`config.mk`:
```
export PLATFORM = sky130hd
export DESIGN_NAME = sdram_bank_guard
export DESIGN_NICKNAME = d
export VERILOG_FILES = /design/src/rtl/sdram_guard_pkg.sv /design/src/rtl/sdram_guard_timer.sv /design/src/rtl/sdram_guard_dp.sv /design/src/rtl/sdram_guard_ctrl.sv /design/src/rtl/sdram_bank_guard.sv
export SDC_FILE = /design/constraint.sdc
export NUM_CORES = 1
export LEC_CHECK = 0
export CORE_UTILIZATION = 45
export DETAILED_ROUTE_END_ITERATION = 16
export HOLD_SLACK_MARGIN = 0.02
export PLACE_DENSITY = 0.77
export SYNTH_ARGS = -nofsm -noshare
export SYNTH_HDL_FRONTEND = slang
export SYNTH_SLANG_ARGS = --single-unit
```
`constraint.sdc`:
```
create_clock -name clk -period 4 [get_ports clk]
set_clock_uncertainty 0.1 [all_clocks]
set_input_delay 0.4 -clock clk [delete_from_list [all_inputs] [get_ports clk]]
set_output_delay 0.4 -clock clk [all_outputs]
set_load 0.01 [all_outputs]
```
`src/rtl/sdram_guard_pkg.sv`:
```
package sdram_guard_pkg;

  typedef enum logic [2:0] {
    CMD_NOP = 3'd0,
    CMD_ACT = 3'd1,
    CMD_RD  = 3'd2,
    CMD_WR  = 3'd3,
    CMD_PRE = 3'd4,
    CMD_REF = 3'd5
  } cmdE;

  // Strobes from control to datapath, one per state-changing action
  typedef struct packed {
    logic actGo;
    logic preGo;
    logic refGo;
  } strobeT;

  // Picoseconds to whole cycles, rounded up, never below one
  function automatic int ceilCycles(input int ps, input int clkPs);
    int c;
    c = (ps + clkPs - 1) / clkPs;
    if (c < 1) c = 1;
    return c;
  endfunction

endpackage

```
`src/rtl/sdram_guard_timer.sv`:
```
module sdram_guard_timer #(
  parameter int CYC = 3
) (
  input  logic clk,
  input  logic rstN,
  input  logic load,
  output logic done
);
  localparam int W = (CYC > 1) ? $clog2(CYC) : 1;
  localparam logic [W-1:0] LOADV = W'(CYC - 1);

  logic [W-1:0] cnt;

  always_ff @(posedge clk or negedge rstN) begin
    if (!rstN)            cnt <= '0;
    else if (load)        cnt <= LOADV;
    else if (cnt != '0)   cnt <= cnt - 1'b1;
  end

  assign done = (cnt == '0);
endmodule

```
`src/rtl/sdram_guard_dp.sv`:
```
module sdram_guard_dp
  import sdram_guard_pkg::*;
#(
  parameter int NUM_BANKS = 4,
  parameter int ROW_W     = 12,
  parameter int RCD       = 3,
  parameter int RC        = 8,
  parameter int RRD       = 2,
  parameter int RP        = 3,
  parameter int REFI      = 1954
) (
  input  logic                         clk,
  input  logic                         rstN,
  input  strobeT                       strobe,
  input  logic [$clog2(NUM_BANKS)-1:0] reqBank,
  input  logic [ROW_W-1:0]             reqRow,
  output logic [NUM_BANKS-1:0]         bankOpen,
  output logic [NUM_BANKS*ROW_W-1:0]   openRowFlat,
  output logic [NUM_BANKS-1:0]         rcdDone,
  output logic [NUM_BANKS-1:0]         actReady,
  output logic                         rrdDone,
  output logic                         allRpDone,
  output logic                         refreshUrgent
);
  localparam int BANK_W = $clog2(NUM_BANKS);
  localparam int REF_W  = (REFI > 1) ? $clog2(REFI) : 1;

  logic [NUM_BANKS-1:0] rcDone;
  logic [NUM_BANKS-1:0] rpDone;

  for (genvar g = 0; g < NUM_BANKS; g++) begin : g_bank
    logic sel;
    logic [ROW_W-1:0] rowQ;
    assign sel = (reqBank == BANK_W'(g));

    sdram_guard_timer #(.CYC(RCD)) u_rcd (
      .clk(clk), .rstN(rstN), .load(strobe.actGo && sel), .done(rcdDone[g]));
    sdram_guard_timer #(.CYC(RC)) u_rc (
      .clk(clk), .rstN(rstN), .load(strobe.actGo && sel), .done(rcDone[g]));
    sdram_guard_timer #(.CYC(RP)) u_rp (
      .clk(clk), .rstN(rstN), .load(strobe.preGo && sel), .done(rpDone[g]));

    always_ff @(posedge clk or negedge rstN) begin
      if (!rstN) begin
        bankOpen[g] <= 1'b0;
        rowQ        <= '0;
      end else if (strobe.actGo && sel) begin
        bankOpen[g] <= 1'b1;
        rowQ        <= reqRow;
      end else if (strobe.preGo && sel) begin
        bankOpen[g] <= 1'b0;
      end
    end

    assign openRowFlat[g*ROW_W +: ROW_W] = rowQ;
    assign actReady[g] = rcDone[g] && rpDone[g];
  end

  sdram_guard_timer #(.CYC(RRD)) u_rrd (
    .clk(clk), .rstN(rstN), .load(strobe.actGo), .done(rrdDone));

  assign allRpDone = &rpDone;

  logic [REF_W-1:0] refCnt;
  always_ff @(posedge clk or negedge rstN) begin
    if (!rstN)              refCnt <= REF_W'(REFI - 1);
    else if (strobe.refGo)  refCnt <= REF_W'(REFI - 1);
    else if (refCnt != '0)  refCnt <= refCnt - 1'b1;
  end

  assign refreshUrgent = (refCnt == '0);
endmodule

```
`src/rtl/sdram_guard_ctrl.sv`:
```
module sdram_guard_ctrl
  import sdram_guard_pkg::*;
#(
  parameter int NUM_BANKS = 4
) (
  input  logic                         reqValid,
  input  logic [2:0]                   reqCmd,
  input  logic [$clog2(NUM_BANKS)-1:0] reqBank,
  input  logic [NUM_BANKS-1:0]         bankOpen,
  input  logic [NUM_BANKS-1:0]         rcdDone,
  input  logic [NUM_BANKS-1:0]         actReady,
  input  logic                         rrdDone,
  input  logic                         allRpDone,
  output logic                         grant,
  output logic                         stall,
  output strobeT                       strobe
);
  cmdE  cmd;
  logic ok;

  assign cmd = cmdE'(reqCmd);

  always_comb begin
    unique case (cmd)
      CMD_ACT:         ok = !bankOpen[reqBank] && actReady[reqBank] && rrdDone;
      CMD_RD, CMD_WR:  ok = bankOpen[reqBank] && rcdDone[reqBank];
      CMD_REF:         ok = (bankOpen == '0) && allRpDone;
      default:         ok = 1'b1;
    endcase
  end

  assign grant = reqValid && ok;
  assign stall = reqValid && !ok;

  always_comb begin
    strobe.actGo = grant && (cmd == CMD_ACT);
    strobe.preGo = grant && (cmd == CMD_PRE) && bankOpen[reqBank];
    strobe.refGo = grant && (cmd == CMD_REF);
  end
endmodule

```
`src/rtl/sdram_bank_guard.sv`:
```
module sdram_bank_guard
  import sdram_guard_pkg::*;
#(
  parameter int NUM_BANKS = 4,
  parameter int ROW_W     = 12,
  parameter int CLK_PS    = 8000,
  parameter int TRCD_PS   = 20000,
  parameter int TRC_PS    = 60000,
  parameter int TRRD_PS   = 15000,
  parameter int TRP_PS    = 20000,
  parameter int TREFI_PS  = 15625000
) (
  input  logic                         clk,
  input  logic                         rstN,
  input  logic                         reqValid,
  input  logic [2:0]                   reqCmd,
  input  logic [$clog2(NUM_BANKS)-1:0] reqBank,
  input  logic [ROW_W-1:0]             reqRow,
  output logic                         grant,
  output logic                         stall,
  output logic [NUM_BANKS-1:0]         bankOpen,
  output logic [NUM_BANKS*ROW_W-1:0]   openRowFlat,
  output logic                         refreshUrgent
);
  // limits become whole cycles, rounded up
  localparam int RCD  = ceilCycles(TRCD_PS, CLK_PS);
  localparam int RC   = ceilCycles(TRC_PS, CLK_PS);
  localparam int RRD  = ceilCycles(TRRD_PS, CLK_PS);
  localparam int RP   = ceilCycles(TRP_PS, CLK_PS);
  localparam int REFI = ceilCycles(TREFI_PS, CLK_PS);

  strobeT               strobe;
  logic [NUM_BANKS-1:0] rcdDone;
  logic [NUM_BANKS-1:0] actReady;
  logic                 rrdDone;
  logic                 allRpDone;

  sdram_guard_ctrl #(.NUM_BANKS(NUM_BANKS)) u_ctrl (
    .reqValid(reqValid), .reqCmd(reqCmd), .reqBank(reqBank),
    .bankOpen(bankOpen), .rcdDone(rcdDone), .actReady(actReady),
    .rrdDone(rrdDone), .allRpDone(allRpDone),
    .grant(grant), .stall(stall), .strobe(strobe));

  sdram_guard_dp #(
    .NUM_BANKS(NUM_BANKS), .ROW_W(ROW_W), .RCD(RCD), .RC(RC),
    .RRD(RRD), .RP(RP), .REFI(REFI)
  ) u_dp (
    .clk(clk), .rstN(rstN), .strobe(strobe), .reqBank(reqBank),
    .reqRow(reqRow), .bankOpen(bankOpen), .openRowFlat(openRowFlat),
    .rcdDone(rcdDone), .actReady(actReady), .rrdDone(rrdDone),
    .allRpDone(allRpDone), .refreshUrgent(refreshUrgent));
endmodule

```
==> run_results.csv <==
group,metric,value,unit
clocking,cts_hold_buf,0,
timing,period_share,0.884,
grt,grt_pass1_vias,3077,
timing,rsz0062_at_grt,"false",
synth,syn_area_per_cell,12.4,µm²
pwr,p_leak,2.53,nW
pwr,finalPower,0.00324,W
routing,vias,2903,
grt,antenna_found_initial,0,
floorplanning,chipWidth,100,µm
place,gp_congestion,0.741,
setup_path,end_kind,"output port",
timing,final.setup.tns,0,ps
routing,first_pass_iters,6,
clocking,cts.sinks,92,
routing,ant_nets,0,
synth,ys_warn_count,0,
timing,max_freq,283,MHz
routing,drc,0,
clocking,clkLatencyLatePin,350,ps
floorplanning,start_util,0.468,
final_layout,nets,472,
synth,synth_area,4350,µm²
pwr,power_density,594,nW/µm²
timing,hold_violations,0,
timing,hold_slack,20.2,ps
final_layout,layout_common_cells,"86 x dfrtp_1, 73 x clkdlybuf4s50_1, 40 x mux2_2, 32 x inv_1, 22 x nor2_1",
routing,wl_per_cell,15.3,µm
routing,wirelength,8.68,mm
final_layout,mostFrequentLayoutCell,"dfrtp_1",
floorplanning,coreArea,9280,µm²
clocking,cts-resized-gates,0,
grt,grt_usage,0.186,
clocking,tritoncts,"done",
clocking,clk_pin_slew_worst_paths,90,ps
grt,grt_overflow,0,
synth,synth_cells,350,
setup_path,reg2reg_setup_slack,880,ps
grt,grt_start_max_net_pins,64,
final_layout,drive_gt1_frac,0.202,
floorplanning,fp.dieH,100,µm
final_layout,multi_input_area,1870,µm²
clocking,postCtsSetupRepairBufs,0,
setup_path,worstSetupPathType,"in2out",
final_layout,fin_util,0.587,
place,hpwl,6.06,mm
grt,grt_pass1_wl,14.6,mm
final_layout,seqCellArea,2310,µm²
timing,finalMaxSlewViolations,0,
timing,maxSlewHeadroom,0.459,
final_layout,fin_cells,569,
place,dpl.cell_count,553,
routing,drtIter0Drc,60,
floorplanning,rows,35,
clocking,ctsRootBufferMaster,"clkbuf_8",
place,numPortBuffers,74,
run,cap_viol_max_count,0,
synth,synth_seq_cells,92,
synth,synth_nets,387,
setup_path,crit_path_start_kind,"primary input",
clocking,cts_buffers,9,
clocking,cts_buffer_depth,2,
routing,detail_route.vias_per_cell,5.10,
clocking,cts_max_level,3,
floorplanning,ios,75,
setup_path,cp.required,3500,ps
min_path,hold_path.class,"in2async",
floorplanning,dieArea,10100,µm²
timing,period_needed,3530,ps
final_layout,fill_cells,783,
synth,ys_seq_area_frac,0.531,
outcome,status,"complete, no violations",
final_layout,antenna_cells,0,
setup_path,critPathMaxFanout,9,
setup_path,crit_arrival,3030,ps
synth,yosysUniqueCellTypes,45,
final_layout,area_delta_synth_final,25.4,%
pwr,peakVddDrop,0.260,mV
timing,tightestPinTransition,807,ps
timing,setup_violations,0,
## stage by stage
step / area, µm² / worst slack, ps
finish: 5450 / 466
global route: 5450 / 361
CTS: 5450 / 455
detailed placement: 5250 / 458
global placement: 5250 / 502
floorplan: 4350 / 1080
## report_power, final
group / switching [W] / internal, W / leakage, nW / total, W
logic: 0.000572 / 0.000625 / 1.27 / 0.00120
clock network: 0.000337 / 0.000297 / 0.0996 / 0.000633
registers: 0.000177 / 0.00123 / 1.16 / 0.00141
total: 0.00109 / 0.00215 / 2.53 / 0.00324
## cell usage after synthesis (all sizes together)
cell type | count | area share
nor4 | 1 | 0.0014
nor2b | 6 | 0.0086
o21ai | 7 | 0.0081
mux2 | 48 | 0.13
mux2i | 3 | 0.0069
and4 | 1 | 0.0020
nor3b | 1 | 0.0017
and2b | 1 | 0.0017
mux4 | 1 | 0.0052
nand2 | 20 | 0.017
nand3b | 4 | 0.0069
a211oi | 2 | 0.0035
a311oi | 1 | 0.0020
ha | 17 | 0.049
xnor2 | 8 | 0.016
nand3 | 6 | 0.0069
nor2 | 22 | 0.019
o22ai | 1 | 0.0014
a31oi | 3 | 0.0043
nor3 | 1 | 0.0011
or3b | 2 | 0.0040
o211ai | 4 | 0.0069
a21oi | 9 | 0.012
nor4b | 1 | 0.0035
and3 | 1 | 0.0014
buf | 5 | 0.010
or2 | 2 | 0.0029
or4 | 3 | 0.0052
dfrtp | 86 | 0.49
clkbuf | 2 | 0.0017
and2 | 2 | 0.0029
a21o | 5 | 0.0086
nand4b | 1 | 0.0055
a211o | 10 | 0.020
dfstp | 6 | 0.036
a2111oi | 5 | 0.027
or4b | 1 | 0.0023
inv | 32 | 0.028
nand2b | 10 | 0.014
xor2 | 9 | 0.018
## cells by family after synthesis
| family | Yosys count | synth area share |
|---|---|---|
| fa+ha+maj | 17 | 0.0489 |
| buf+inv | 39 | 0.0394 |
| compound gates | 47 | 0.0944 |
| mux | 52 | 0.143 |
| simple gates | 86 | 0.109 |
| flops | 92 | 0.531 |
| xor+xnor | 17 | 0.0342 |
## flip-flops by register name, indices dropped and copies added, names as in the netlist
name,flops
u_dp.g_bank.u_rp.cnt,8
u_dp.u_rrd.cnt,1
u_dp.refCnt,11
u_dp.bankOpen,4
u_dp.g_bank.u_rcd.cnt,8
u_dp.g_bank.u_rc.cnt,12
u_dp.g_bank.rowQ,48
## final cells by class
cell class / count / area share
clock buffers: 10 / 0.0234
clock inverters: 6 / 0.0140
inverters: 32 / 0.0220
multi-input cells: 219 / 0.343
flip-flops and latches: 92 / 0.423
well taps: 129 / 0.0296
repair buffers: 81 / 0.145
## routing by layer
layer,vias to the layer above,share of wire,GRT usage
met5,-,0,0
met4,0,0.015,0.0747
met3,10,0.042,0.0418
met2,49,0.50,0.316
met1,1464,0.45,0.231
li1,1380,-,-
## path summary, 6_finish.rpt
check / depth (start not counted) / end / startpoint
max: 6 / grant / reqBank[1]
min: 1 / u_dp.g_bank[2].rowQ[8] / rstN
max reg2reg: 9 / u_dp.g_bank[3].rowQ[4] / u_dp.g_bank[1].u_rp.cnt[0]
min reg2reg: 2 / u_dp.refCnt[10] / u_dp.refCnt[10]
max in group asynchronous: 2 / u_dp.refCnt[0] / rstN
min in group clk: 2 / u_dp.refCnt[10] / u_dp.refCnt[10]
## worst max-delay path, cell delays in order
cell and delay (ps):
clkdlybuf4s50_1 690, mux4_2 630, a2111oi_4 270, nand4b_4 240
a21oi_1 230, clkdlybuf4s50_1 560
Power figures use the tool's default switching activity.
